`src/rtl/inport_pkg.sv`:
```
package inport_pkg;

  // Kind of bus access the port sees in a given cycle
  typedef enum logic [1:0] {
    ACC_NONE  = 2'd0,
    ACC_READ  = 2'd1,
    ACC_WRITE = 2'd2
  } acc_kind_e;

endpackage

```
`src/rtl/inport_rst_sync.sv`:
```
module inport_rst_sync #(
  parameter int unsigned STAGES = 2
) (
  input  logic clk,
  input  logic rst_n_in,
  output logic rst_n_out
);

  logic [STAGES-1:0] sync_q;
  logic [STAGES-1:0] sync_d;

  always_comb begin
    sync_d = {sync_q[STAGES-2:0], 1'b1};
  end

  always_ff @(posedge clk or negedge rst_n_in) begin
    if (!rst_n_in) begin
      sync_q <= '0;
    end else begin
      sync_q <= sync_d;
    end
  end

  assign rst_n_out = sync_q[STAGES-1];

endmodule

```
`src/rtl/inport_hold.sv`:
```
module inport_hold #(
  parameter int unsigned CHAR_W = 8
) (
  input  logic              clk,
  input  logic              rst_n,
  input  logic              src_valid,
  input  logic [CHAR_W-1:0] src_data,
  input  logic              rd_take,
  output logic [CHAR_W-1:0] hold_data,
  output logic              irq
);

  logic [CHAR_W-1:0] hold_q, hold_d;
  logic              hold_en;
  logic              irq_q, irq_d;

  // Next state: an arrival always wins over a clearing read
  always_comb begin
    hold_en = src_valid;
    hold_d  = src_data;
    if (src_valid) begin
      irq_d = 1'b1;
    end else if (rd_take) begin
      irq_d = 1'b0;
    end else begin
      irq_d = irq_q;
    end
  end

  always_ff @(posedge clk or negedge rst_n) begin
    if (!rst_n) begin
      hold_q <= '0;
      irq_q  <= 1'b0;
    end else begin
      irq_q <= irq_d;
      if (hold_en) begin
        hold_q <= hold_d;
      end
    end
  end

  assign hold_data = hold_q;
  assign irq       = irq_q;


  arrival_raises_chk: assert property (@(posedge clk) disable iff (!rst_n)
    src_valid |=> (irq_q && hold_q == $past(src_data)));


  read_clears_chk: assert property (@(posedge clk) disable iff (!rst_n)
    (rd_take && !src_valid) |=> !irq_q);


  irq_sticky_chk: assert property (@(posedge clk) disable iff (!rst_n)
    (irq_q && !rd_take) |=> irq_q);


  hold_stable_chk: assert property (@(posedge clk) disable iff (!rst_n)
    !src_valid |=> $stable(hold_q));

endmodule

```
`src/rtl/inport_bus_ctl.sv`:
```
module inport_bus_ctl
  import inport_pkg::*;
#(
  parameter int unsigned CHAR_W = 8,
  parameter int unsigned BUS_W  = 16
) (
  input  logic              clk,
  input  logic              rst_n,
  input  logic              bus_as,
  input  logic              bus_addr_sel,
  input  logic              bus_rd,
  input  logic [CHAR_W-1:0] hold_data,
  output logic              rd_take,
  output logic              ack,
  output logic [BUS_W-1:0]  rdata
);

  localparam int unsigned PAD_W = BUS_W - CHAR_W;

  acc_kind_e         kind;
  logic              ack_q, ack_d;
  logic [CHAR_W-1:0] data_q, data_d;
  logic              data_en;
  logic [CHAR_W-1:0] lane;

  // Access decode
  always_comb begin
    if (!(bus_as && bus_addr_sel)) begin
      kind = ACC_NONE;
    end else if (bus_rd) begin
      kind = ACC_READ;
    end else begin
      kind = ACC_WRITE;
    end
  end

  // A read is taken once; the acknowledge cycle blocks a second take
  always_comb begin
    rd_take = (kind == ACC_READ) && !ack_q;
    ack_d   = rd_take;
    data_en = rd_take;
    data_d  = hold_data;
  end

  always_ff @(posedge clk or negedge rst_n) begin
    if (!rst_n) begin
      ack_q  <= 1'b0;
      data_q <= '0;
    end else begin
      ack_q <= ack_d;
      if (data_en) begin
        data_q <= data_d;
      end
    end
  end

  assign ack  = ack_q;
  assign lane = ack_q ? data_q : '0;

  generate
    if (PAD_W > 0) begin : g_pad
      assign rdata = {{PAD_W{1'b0}}, lane};
    end else begin : g_nopad
      assign rdata = lane;
    end
  endgenerate


  ack_follows_read_chk: assert property (@(posedge clk) disable iff (!rst_n)
    (bus_as && bus_addr_sel && bus_rd && !ack_q) |=> ack_q);


  ack_one_cycle_chk: assert property (@(posedge clk) disable iff (!rst_n)
    ack_q |=> !ack_q);


  no_ack_unselected_chk: assert property (@(posedge clk) disable iff (!rst_n)
    (!(bus_as && bus_addr_sel) && !ack_q) |=> !ack_q);


  no_ack_write_chk: assert property (@(posedge clk) disable iff (!rst_n)
    (bus_as && !bus_rd && !ack_q) |=> !ack_q);

endmodule

```
`src/rtl/char_in_port.sv`:
```
module char_in_port #(
  parameter int unsigned CHAR_W      = 8,
  parameter int unsigned BUS_W       = 16,
  parameter int unsigned SYNC_STAGES = 2
) (
  input  logic              clk,
  input  logic              rst_n,
  input  logic              bus_as,
  input  logic              bus_addr_sel,
  input  logic              bus_rd,
  output logic [BUS_W-1:0]  bus_dout,
  output logic              bus_ack,
  input  logic              src_valid,
  input  logic [CHAR_W-1:0] src_data,
  output logic              irq
);

  logic              rst_n_int;
  logic              rd_take;
  logic [CHAR_W-1:0] hold_data;

  inport_rst_sync #(
    .STAGES (SYNC_STAGES)
  ) u_rst (
    .clk       (clk),
    .rst_n_in  (rst_n),
    .rst_n_out (rst_n_int)
  );

  inport_hold #(
    .CHAR_W (CHAR_W)
  ) u_hold (
    .clk       (clk),
    .rst_n     (rst_n_int),
    .src_valid (src_valid),
    .src_data  (src_data),
    .rd_take   (rd_take),
    .hold_data (hold_data),
    .irq       (irq)
  );

  inport_bus_ctl #(
    .CHAR_W (CHAR_W),
    .BUS_W  (BUS_W)
  ) u_bus (
    .clk          (clk),
    .rst_n        (rst_n_int),
    .bus_as       (bus_as),
    .bus_addr_sel (bus_addr_sel),
    .bus_rd       (bus_rd),
    .hold_data    (hold_data),
    .rd_take      (rd_take),
    .ack          (bus_ack),
    .rdata        (bus_dout)
  );


  read_returns_held_chk: assert property (@(posedge clk) disable iff (!rst_n_int)
    $rose(bus_ack) |-> (bus_dout[CHAR_W-1:0] == $past(hold_data)));


  idle_bus_zero_chk: assert property (@(posedge clk) disable iff (!rst_n_int)
    !bus_ack |-> (bus_dout == '0));

endmodule

```
`config.mk`:
```
export PLATFORM = sky130hd
export DESIGN_NAME = char_in_port
export DESIGN_NICKNAME = d
export VERILOG_FILES = /design/src/rtl/inport_pkg.sv /design/src/rtl/inport_rst_sync.sv /design/src/rtl/inport_hold.sv /design/src/rtl/inport_bus_ctl.sv /design/src/rtl/char_in_port.sv
export SDC_FILE = /design/constraint.sdc
export NUM_CORES = 1
export LEC_CHECK = 0
export BUFFER_PORTS_ARGS = -buffer_cell sky130_fd_sc_hd__buf_2
export CORE_MARGIN = 5
export CORE_UTILIZATION = 49
export CTS_BUF_LIST = sky130_fd_sc_hd__clkbuf_8
export DETAILED_ROUTE_END_ITERATION = 16
export PLACE_DENSITY = 0.86
export RECOVER_POWER = 50
export SYNTH_ARGS = -nofsm -noshare
export SYNTH_HDL_FRONTEND = slang
export SYNTH_SLANG_ARGS = --single-unit
```
`constraint.sdc`:
```
create_clock -name clk -period 0.8 [get_ports clk]
set_input_delay 0 -clock clk [delete_from_list [all_inputs] [get_ports clk]]
set_output_delay 0 -clock clk [all_outputs]
set_load 0.005 [all_outputs]
```
==> qor.log, run 1 <==
[run_status] run status complete, but fails checks
[run_status] violations in the final reports setup timing
[clock_network] Clock H-tree levels 1
[clock_network] number of clock buffers inserted by TritonCTS 3
[clock_network] Worst-path clk slew 0.07 ns
[placed_design] post-placement setup slack -0.323 ns
[die] site row count 15
[setup_path] slowest library cell on the worst path dfrtp_1
[grt] vias in the first global route 626
[clock_network] cell at the root of the clock tree clkbuf_8
[run] maximum capacitance violations 0
[routing] Final ANT Viol Nets 0
[yosys] synth unique cells 9
[grt] Remaining Overflow, GRT 0
[setup_path] biggest fanout along the worst timing path 5
[setup_path] Critical Path Max Stage Delay 0.44 ns
[clock_network] Clk Latency, worst-skew pair 0.25 ns
[setup_path] worst reg-to-reg setup slack -0.33 ns
[power] power consumption 2.27 mW
[die] die span in y 51.6 um
[die] die width 51.6 um
[timing] Final Max Slew Viols 0
[grt] overall track demand over capacity in global routing 15.4%
[setup_path] path depth of the worst reg2reg path 2
[setup_path] critical register-to-register path startpoint u_bus.ack$_DFF_PN0_
[layout] Area growth syn-to-layout 43.7%
[setup_path] launch point of the critical path u_bus.ack$_DFF_PN0_
[placed_design] total half-perimeter wirelength after legalization and detailed placement 1130 um
[die] Boundary Pins 32
[setup_path] capture point of the worst path u_bus.data_q[5]$_DFFE_PN0P_
[layout] diodes inserted 0
[routing] DRC 0
[routing] drt first pass iters 4
[setup_path] critical path depth 2
[clock_network] Clock Tree Buf Depth 2
[yosys] sequential share of the synthesized area 58.9%
[setup_path] capture point of the worst reg-to-reg path u_bus.data_q[5]$_DFFE_PN0P_
[placed_design] RD Place Congestion 0.712
[setup_path] type of the worst setup path reg2reg
[setup_path] required time at the endpoint of the critical path 0.94 ns
[setup_path] crit-path cells nand4b_4 -> mux2_2
[die] placeable core region 1690 um^2
[layout] most frequent standard cell in the layout excluding fill and tap cells dfrtp_1
[grt] wire length of the first global-routing pass 2900 um
[power] leakage power 0.601 nW
[yosys] Yosys reg bits 20
[hold_path] class of the tightest hold or removal check in2async
[setup_path] CP bufs+invs 0
[routing] post-DR wirelength/cell 16.0 um
[setup_path] critical path data arrival time 1.26 ns
[timing] min Tclk post-route 1.13 ns
[clock_network] clock tree from TritonCTS built
[routing] count of routing violations after the opening detailed-route iteration 3
[power] Power per Cell Area 1860 nW/um^2
[layout] filler instances 119
[routing] total number of vias 549
[timing] RSZ-0062 raised after global routing yes
[placed_design] number of I/O port buffers 23
[layout] top library cells by usage in the layout, fill and taps aside 20 x dfrtp_1, 16 x mux2_2, 13 x buf_6, 13 x buf_2
[layout] Final #Nets 114
[layout] ratio of cells with drive above 1 in the final layout 59.2%
[placed_design] standard cell area after detailed placement 970 um^2
[timing] Period Utilization, post-route 141%
[timing] Post-Route Skew 0.00143 ns
[clock_network] clock tree sinks 20
[die] floorplan die area 2670 um^2
[setup_path] Crit. End Element flip-flop
[yosys] mean instance size in the synthesized netlist 14.6 um^2
[yosys] Netlist Area Pre-Place 850 um^2
[die] effective utilization at floorplan 50.3%
[timing] total negative setup slack -5.34 ns
[setup_path] Largest delay share family, worst path flip-flops
[timing] final hold violation count 0
[timing] final worst setup slack -0.327 ns
[yosys] warning count from the yosys run 0
[yosys] synthesized instance count 58
[timing] f_max 888 MHz
[routing] Total Routed Length 1840 um
[power] highest ir drop seen on vdd 1400 uV
[setup_path] Setup crit start kind flip-flop
[timing] number of setup violations in the final report 19
[grt] maximum number of pins on one net before global-route repair 11
[grt] initial antenna violation count 0
[layout] summed area of non-filler cells in the final layout 1220 um^2
[routing] routed vias/inst 4.77
[cells by family (layout without fill, tap and decap cells)]
kind of cell / Yosys count / count (layout) / synth area share (%)
other: 2 / 9 / 0.884
multiplexers: 16 / 16 / 21.2
AO/OA/AOI/OAI: 1 / 1 / 1.03
buffers and inverters: 10 / 42 / 8.10
AND/OR/NAND/NOR: 9 / 10 / 9.87
flip-flops: 20 / 20 / 58.9
[layout make-up]
| cell class | count | area, um^2 | share of cell area (%) |
|---|---|---|---|
| Sequential cell | 20 | 500 | 41.0 |
| Inverter | 1 | 3.75 | 0.307 |
| Tap cell | 17 | 21.3 | 1.74 |
| Clock buffer | 3 | 41.3 | 3.38 |
| Timing Repair Buffer | 38 | 314 | 25.7 |
| Multi-Input combinational cell | 36 | 340 | 27.9 |
[state kept, by name, indices dropped and copies added (netlist names)]
| signal | count |
|---|---|
| u_hold.hold_data | 8 |
| u_hold.irq | 1 |
| u_bus.ack | 1 |
| u_rst.sync_q | 2 |
| u_bus.data_q | 8 |
[metal layers]
| layer | track usage [%] | vias to the layer above | wire length, um |
|---|---|---|---|
| li1 | - | 260 | - |
| met1 | 18.1 | 270 | 707 |
| met2 | 26.5 | 17 | 1010 |
| met3 | 3.15 | 2 | 106 |
| met4 | 7.86 | 0 | 10 |
| met5 | 0 | - | 0 |
[how the worst min path moves through the flow]
stage / slack [ns] / from / endpoint
CTS: 0.04 / rst_n / u_rst.sync_q[0]$_DFF_PN0_
finish: 0.06 / rst_n / u_rst.sync_q[0]$_DFF_PN0_
global placement: -0.22 / rst_n / u_rst.sync_q[0]$_DFF_PN0_
detailed placement: -0.21 / rst_n / u_rst.sync_q[1]$_DFF_PN0_
floorplan: -0.30 / rst_n / u_rst.sync_q[0]$_DFF_PN0_
global route: 0.05 / rst_n / u_rst.sync_q[0]$_DFF_PN0_
[worst reg2reg max path, cell delays in order, from the launching register on]
cell and delay, ns:
dfrtp_1 0.44, nand4b_4 0.22, mux2_2 0.36
[cell usage after synthesis (all sizes together)]
| library cell | count | share of area (%) |
|---|---|---|
| dfrtp | 20 | 59 |
| nand4b | 1 | 2.8 |
| buf | 9 | 7.7 |
| conb | 2 | 0.88 |
| inv | 1 | 0.44 |
| a21o | 1 | 1.0 |
| mux2 | 16 | 21 |
| and2 | 8 | 7.1 |
[what timing repair did]
item	CTS	global route
hold buffers	9	0
setup endpoints to repair	19	19
setup buffers	0	2
gates resized for setup	19	4
gates cloned	2	0
pin swaps	2	0
hold endpoints to repair	10	0
[report_power, final]
group	switching (mW)	total [mW]	internal (mW)
sequential	0.0791	1.24	1.16
clock	0.300	0.635	0.335
combinational	0.140	0.393	0.253
[metrics by stage]
stage	std cells	hold slack (ns)	util [%]
finish	115	0.0563	72.3
floorplan	65	-0.296	-
global placement	99	-0.216	57.4
CTS	113	0.0448	71.0
global route	115	0.0451	72.3
detailed placement	99	-0.211	57.4
No activity file was read; power rests on OpenSTA's default activity.
==> run 2: changes to the inputs <==
ABC_AREA = 0   (was unset)
CORE_UTILIZATION = 50   (was 49)
CTS_CLUSTER_DIAMETER = 150   (was unset)
PLACE_DENSITY = 0.87   (was 0.86)
clock period = 1.4 ns   (was 0.8 ns; I/O delays follow)
==> qor.log, run 2 (synthesis gave the netlist of run 1 again) <==
[run_status] run status finished clean
[routing] Final ANT Viol Nets 0 [unchanged]
[setup_path] biggest fanout along the worst timing path 10 [+5]
[die] site row count 14 [-1]
[power] power consumption 1.31 mW [-42%]
[clock_network] Clock H-tree levels 1 [unchanged]
[die] placeable core region 1560 um^2 [-7.7%]
[layout] Area growth syn-to-layout 28.3%
[setup_path] required time at the endpoint of the critical path 1.54 ns [+0.60 ns]
[setup_path] Largest delay share family, worst path flip-flops
[layout] filler instances 117 [-1.7%]
[grt] Remaining Overflow, GRT 0 [unchanged]
[setup_path] path depth of the worst reg2reg path 2 [unchanged]
[routing] DRC 0 [unchanged]
[power] highest ir drop seen on vdd 744 uV [-47%]
[layout] total area of multi-input combinational cells 307 um^2 [-9.9%]
[grt] initial antenna violation count 0 [unchanged]
[grt] maximum number of pins on one net before global-route repair 19 [+8]
[power] leakage power 0.553 nW [-7.9%]
[grt] overall track demand over capacity in global routing 13.0% [-2.4 points]
[clock_network] Post-CTS Setup Bufs 0 [unchanged]
[timing] RSZ-0062 raised after global routing no
[timing] min Tclk post-route 1.23 ns [+0.104 ns]
[setup_path] slowest library cell on the worst path dfrtp_1
[layout] top library cells by usage in the layout, fill and taps aside 22 x buf_2, 20 x dfrtp_1, 16 x mux2_2
[timing] pin slew with the least headroom to its limit 0.694 ns
[setup_path] crit-path cells nand4b_4 -> mux2_2
[layout] ratio of cells with drive above 1 in the final layout 56.5% [-2.7 points]
[timing] Period Utilization, post-route 87.9% [-53 points]
[placed_design] number of I/O port buffers 23 [unchanged]
[placed_design] standard cell area after detailed placement 946 um^2 [-2.5%]
[clock_network] cell at the root of the clock tree clkbuf_8
[die] Boundary Pins 32 [unchanged]
[setup_path] Crit. End Element flip-flop
[setup_path] capture point of the worst reg-to-reg path u_bus.data_q[2]$_DFFE_PN0P_
[layout] most frequent standard cell in the layout excluding fill and tap cells buf_2
[routing] routed vias/inst 4.75 [-0.50%]
[routing] drt first pass iters 4 [unchanged]
[grt] wire length of the first global-routing pass 2520 um [-13%]
[routing] total number of vias 513 [-6.6%]
[layout] summed area of non-filler cells in the final layout 1090 um^2 [-11%]
[layout] area taken by flip-flops and latches 500 um^2 [unchanged]
[hold_path] class of the tightest hold or removal check in2async
[layout] Final #Nets 107 [-6.1%]
[clock_network] number of clock buffers inserted by TritonCTS 3 [unchanged]
[setup_path] critical path data arrival time 1.37 ns [+0.11 ns]
[routing] post-DR wirelength/cell 14.3 um [-10%]
[die] die span in y 51.2 um [-0.81%]
[setup_path] Setup crit start kind flip-flop
[clock_network] Clk Latency, worst-skew pair 0.25 ns [about the same]
[die] die width 51.2 um [-0.81%]
[setup_path] CP bufs+invs 0 [unchanged]
[timing] number of setup violations in the final report 0 [-19]
[clock_network] Clock Tree Buf Depth 2 [unchanged]
[setup_path] worst reg-to-reg setup slack 0.17 ns [+0.50 ns]
[die] effective utilization at floorplan 54.5% [+4.2 points]
[timing] total negative setup slack 0 ns [+5.34 ns]
[grt] vias in the first global route 572 [-8.6%]
[layout] diodes inserted 0 [unchanged]
[placed_design] total half-perimeter wirelength after legalization and detailed placement 1070 um [-5.7%]
[clock_network] clock tree sinks 20 [unchanged]
[placed_design] RD Place Congestion 0.708 [-0.56%]
[timing] f_max 812 MHz [-8.5%]
[routing] count of routing violations after the opening detailed-route iteration 1 [-2]
[setup_path] Critical Path Max Stage Delay 0.49 ns [+0.05 ns]
[clock_network] clock tree from TritonCTS built
[clock_network] Worst-path clk slew 0.07 ns [about the same]
[die] floorplan die area 2620 um^2 [-1.6%]
[routing] Total Routed Length 1550 um [-16%]
[run] maximum capacitance violations 0 [unchanged]
[setup_path] critical register-to-register path startpoint u_bus.ack$_DFF_PN0_
[timing] final hold violation count 0 [unchanged]
[timing] tightest slew margin relative to the limit 53.7%
[timing] Final Max Slew Viols 0 [unchanged]
[setup_path] type of the worst setup path reg2reg
[timing] Post-Route Skew 0.00289 ns [+0.00146 ns]
[power] Power per Cell Area 1200 nW/um^2 [-35%]
==> run 2: timing repair <==
action	in CTS	in global routing
endpoints found under the hold margin	10	0
hold buffers	9	0
resized for setup	0	0
==> run 2: cell type report <==
cell class / count / area share [%]
clock buffer: 4 / 5.05
inverter: 1 / 0.344
multi-input combinational: 35 / 28.1
sequential: 20 / 45.9
tap: 16 / 1.84
timing repair buffer: 32 / 18.7
==> run 2: report_power, final <==
| part | total (mW) | switching, mW | internal (mW) |
|---|---|---|---|
| registers | 0.714 | 0.0493 | 0.665 |
| logic | 0.167 | 0.0544 | 0.113 |
| clock network | 0.427 | 0.177 | 0.250 |
| total | 1.31 | 0.281 | 1.03 |
==> run 2: worst max path at each step <==
stage	start	end	slack, ns	cells past startpoint
floorplan	u_bus.ack$_DFF_PN0_	u_bus.data_q[0]$_DFFE_PN0P_	0.30	2
finish	u_bus.ack$_DFF_PN0_	u_bus.data_q[2]$_DFFE_PN0P_	0.17	2
global placement	u_bus.ack$_DFF_PN0_	u_bus.data_q[5]$_DFFE_PN0P_	0.23	2
CTS	u_bus.ack$_DFF_PN0_	u_bus.data_q[0]$_DFFE_PN0P_	0.16	2
detailed placement	u_bus.ack$_DFF_PN0_	u_bus.data_q[0]$_DFFE_PN0P_	0.18	2
global route	u_bus.ack$_DFF_PN0_	u_bus.data_q[2]$_DFFE_PN0P_	0.09	2
==> run 2: metal layers <==
layer	part of all wire [%]	routed length, um	up-vias	track usage, %
met5	0	0	-	0
met4	0	0	0	5.24
met3	6.9	107	0	2.91
met2	55	857	17	24.0
met1	38	581	256	14.5
li1	-	-	240	-
==> run 2: per-stage QoR <==
step	hold WS [ns]	utilization, %	std cells	setup slack [ns]
after CTS	0.0427	70.0	108	0.155
after global routing	0.0589	69.9	108	0.0926
after floorplan	-0.296	-	65	0.302
final	0.0522	69.9	108	0.169
after detailed placement	-0.211	60.7	95	0.184
after global placement	-0.216	60.7	95	0.232
==> run 3: changes to the inputs <==
CELL_PAD_IN_SITES_DETAIL_PLACEMENT = 1   (was unset)
CELL_PAD_IN_SITES_GLOBAL_PLACEMENT = 1   (was unset)
CORE_UTILIZATION = 42   (was 50)
PLACE_DENSITY = unset   (was 0.87)
PLACE_DENSITY_LB_ADDON = 0.1   (was unset)
==> qor.log, run 3 (synthesis gave the netlist of run 1 again) <==
[clock_network] Resize count post-CTS 0 [unchanged]
[setup_path] type of the worst setup path reg2reg
[layout] summed area of non-filler cells in the final layout 1130 um^2 [+3.3%]
[timing] tightest slew margin relative to the limit 51.9% [-1.8 points]
[routing] Final ANT Viol Nets 0 [unchanged]
[clock_network] Clock H-tree levels 1 [unchanged]
[power] highest ir drop seen on vdd 717 uV [-3.6%]
[die] placeable core region 1940 um^2 [+25%]
[routing] post-DR wirelength/cell 13.3 um [-7.0%]
[grt] overall track demand over capacity in global routing 12.5% [-0.52 points]
[setup_path] Setup crit start kind flip-flop
[grt] initial antenna violation count 0 [unchanged]
[clock_network] clock tree sinks 20 [unchanged]
[clock_network] cell at the root of the clock tree clkbuf_8
[placed_design] number of I/O port buffers 23 [unchanged]
[timing] Period Utilization, post-route 78.0% [-9.9 points]
[timing] total negative setup slack 0 ns [unchanged]
[clock_network] clock tree from TritonCTS built
[routing] count of routing violations after the opening detailed-route iteration 3 [+2]
[layout] most frequent standard cell in the layout excluding fill and tap cells buf_2
[placed_design] RD Place Congestion 0.617 [-13%]
[die] floorplan die area 3020 um^2 [+15%]
[setup_path] slowest library cell on the worst path dfrtp_1
[routing] total number of vias 529 [+3.1%]
[layout] diodes inserted 0 [unchanged]
[timing] final hold violation count 0 [unchanged]
[layout] total area of multi-input combinational cells 307 um^2 [unchanged]
[grt] wire length of the first global-routing pass 2590 um [+2.7%]
[timing] Post-Route Skew 0.00189 ns [-0.000993 ns]
[die] die span in y 55.0 um [+7.3%]
[die] die width 55.0 um [+7.3%]
[run] maximum capacitance violations 0 [unchanged]
[grt] maximum number of pins on one net before global-route repair 19 [unchanged]
[timing] number of setup violations in the final report 0 [unchanged]
[clock_network] Clock Tree Buf Depth 2 [unchanged]
[run_status] run status finished clean
[routing] Total Routed Length 1600 um [+3.4%]
[layout] Final #Nets 108 [+0.93%]
[grt] Remaining Overflow, GRT 0 [unchanged]
[placed_design] total half-perimeter wirelength after legalization and detailed placement 1090 um [+2.2%]
[timing] Final Max Slew Viols 0 [unchanged]
[setup_path] critical path depth 2 [unchanged]
[setup_path] Critical Path Max Stage Delay 0.38 ns [-0.11 ns]
[die] Boundary Pins 32 [unchanged]
[setup_path] Crit. End Element flip-flop
[setup_path] path depth of the worst reg2reg path 2 [unchanged]
[setup_path] critical path data arrival time 1.23 ns [-0.14 ns]
[timing] min Tclk post-route 1.09 ns [-0.139 ns]
[timing] f_max 916 MHz [+13%]
[clock_network] Clk Latency, worst-skew pair 0.25 ns [about the same]
[layout] filler instances 214 [+83%]
[setup_path] required time at the endpoint of the critical path 1.54 ns [about the same]
[setup_path] biggest fanout along the worst timing path 10 [unchanged]
[timing] final worst setup slack 0.308 ns [+0.139 ns]
[clock_network] Post-CTS Hold Buffers 9 [unchanged]
[routing] routed vias/inst 4.41 [-7.2%]
[clock_network] Post-CTS Setup Bufs 0 [unchanged]
[clock_network] number of clock buffers inserted by TritonCTS 3 [unchanged]
[routing] DRC 0 [unchanged]
[power] Power per Cell Area 1280 nW/um^2 [+6.7%]
[timing] RSZ-0062 raised after global routing no
[placed_design] post-placement setup slack 0.310 ns [+0.126 ns]
[die] site row count 16 [+2]
[setup_path] crit-path cells nand4b_4 -> mux2_2
[power] leakage power 0.564 nW [+2.0%]
[layout] area taken by flip-flops and latches 500 um^2 [unchanged]
[timing] pin slew with the least headroom to its limit 0.721 ns [+0.0269 ns]
[setup_path] Largest delay share family, worst path flip-flops
[layout] ratio of cells with drive above 1 in the final layout 55.9% [-0.61 points]
[routing] drt first pass iters 4 [unchanged]
[clock_network] Worst-path clk slew 0.07 ns [about the same]
[placed_design] standard cell area after detailed placement 967 um^2 [+2.2%]
[layout] top library cells by usage in the layout, fill and taps aside 21 x buf_2, 20 x dfrtp_1, 16 x mux2_2
[setup_path] CP bufs+invs 0 [unchanged]
[die] effective utilization at floorplan 43.8% [-11 points]
[hold_path] class of the tightest hold or removal check in2async
[layout] Area growth syn-to-layout 32.5%
[grt] vias in the first global route 565 [-1.2%]
## run 3: changes by cell type in the layout (fill, tap and decap cells not counted)
cell,change
clkbuf_8,-1
buf_2,-1
clkbuf_1,+1
buf_4,+1
bufinv_16,+1
## run 3: metal layers
layer,global-route usage [%],part of all wire (%)
met1,15.0,39
met2,21.7,54
met3,2.95,6.6
met4,4.86,0.56
met5,0,0
## run 3: area by class of cell
class                           instances  share of cell area (%)
Sequential cell                        20                    44.4
Multi-Input combinational cell         35                    27.2
Timing Repair Buffer                   33                    18.7
Clock buffer                            3                    3.67
Tap cell                               27                    3.00
Clock inverter                          1                    2.67
Inverter                                1                   0.333
## run 3: power by group
| part | leakage [nW] | internal [mW] | switching [mW] |
|---|---|---|---|
| Combinational | 0.294 | 0.114 | 0.0562 |
| Clock | 0.0357 | 0.381 | 0.178 |
| Sequential | 0.235 | 0.664 | 0.0473 |
## run 3: path summary, 6_finish.rpt
| kind | startpoint | to | slack [ns] |
|---|---|---|---|
| setup / recovery | u_bus.ack$_DFF_PN0_ | u_bus.data_q[6]$_DFFE_PN0P_ | 0.31 |
| hold / removal | rst_n | u_rst.sync_q[0]$_DFF_PN0_ | 0.06 |
| setup reg to reg | u_bus.ack$_DFF_PN0_ | u_bus.data_q[6]$_DFFE_PN0P_ | 0.31 |
| hold reg to reg | u_rst.sync_q[1]$_DFF_PN0_ | u_hold.hold_data[1]$_DFFE_PN0P_ | 0.30 |
| max in group asynchronous | u_rst.sync_q[1]$_DFF_PN0_ | u_hold.hold_data[4]$_DFFE_PN0P_ | 0.64 |
| min in group clk | bus_addr_sel | u_bus.ack$_DFF_PN0_ | 0.12 |
## run 3: through the flow
stage / instances / power [mW] / hold WS (ns) / util, %
after floorplan: 65 / 0.829 / -0.296 / -
after global placement: 107 / 0.864 / -0.216 / 49.8
after detailed placement: 107 / 0.876 / -0.213 / 49.8
after CTS: 120 / 1.47 / 0.0494 / 58.1
after global routing: 120 / 1.53 / 0.0612 / 58.0
final: 120 / 1.44 / 0.0602 / 58.0
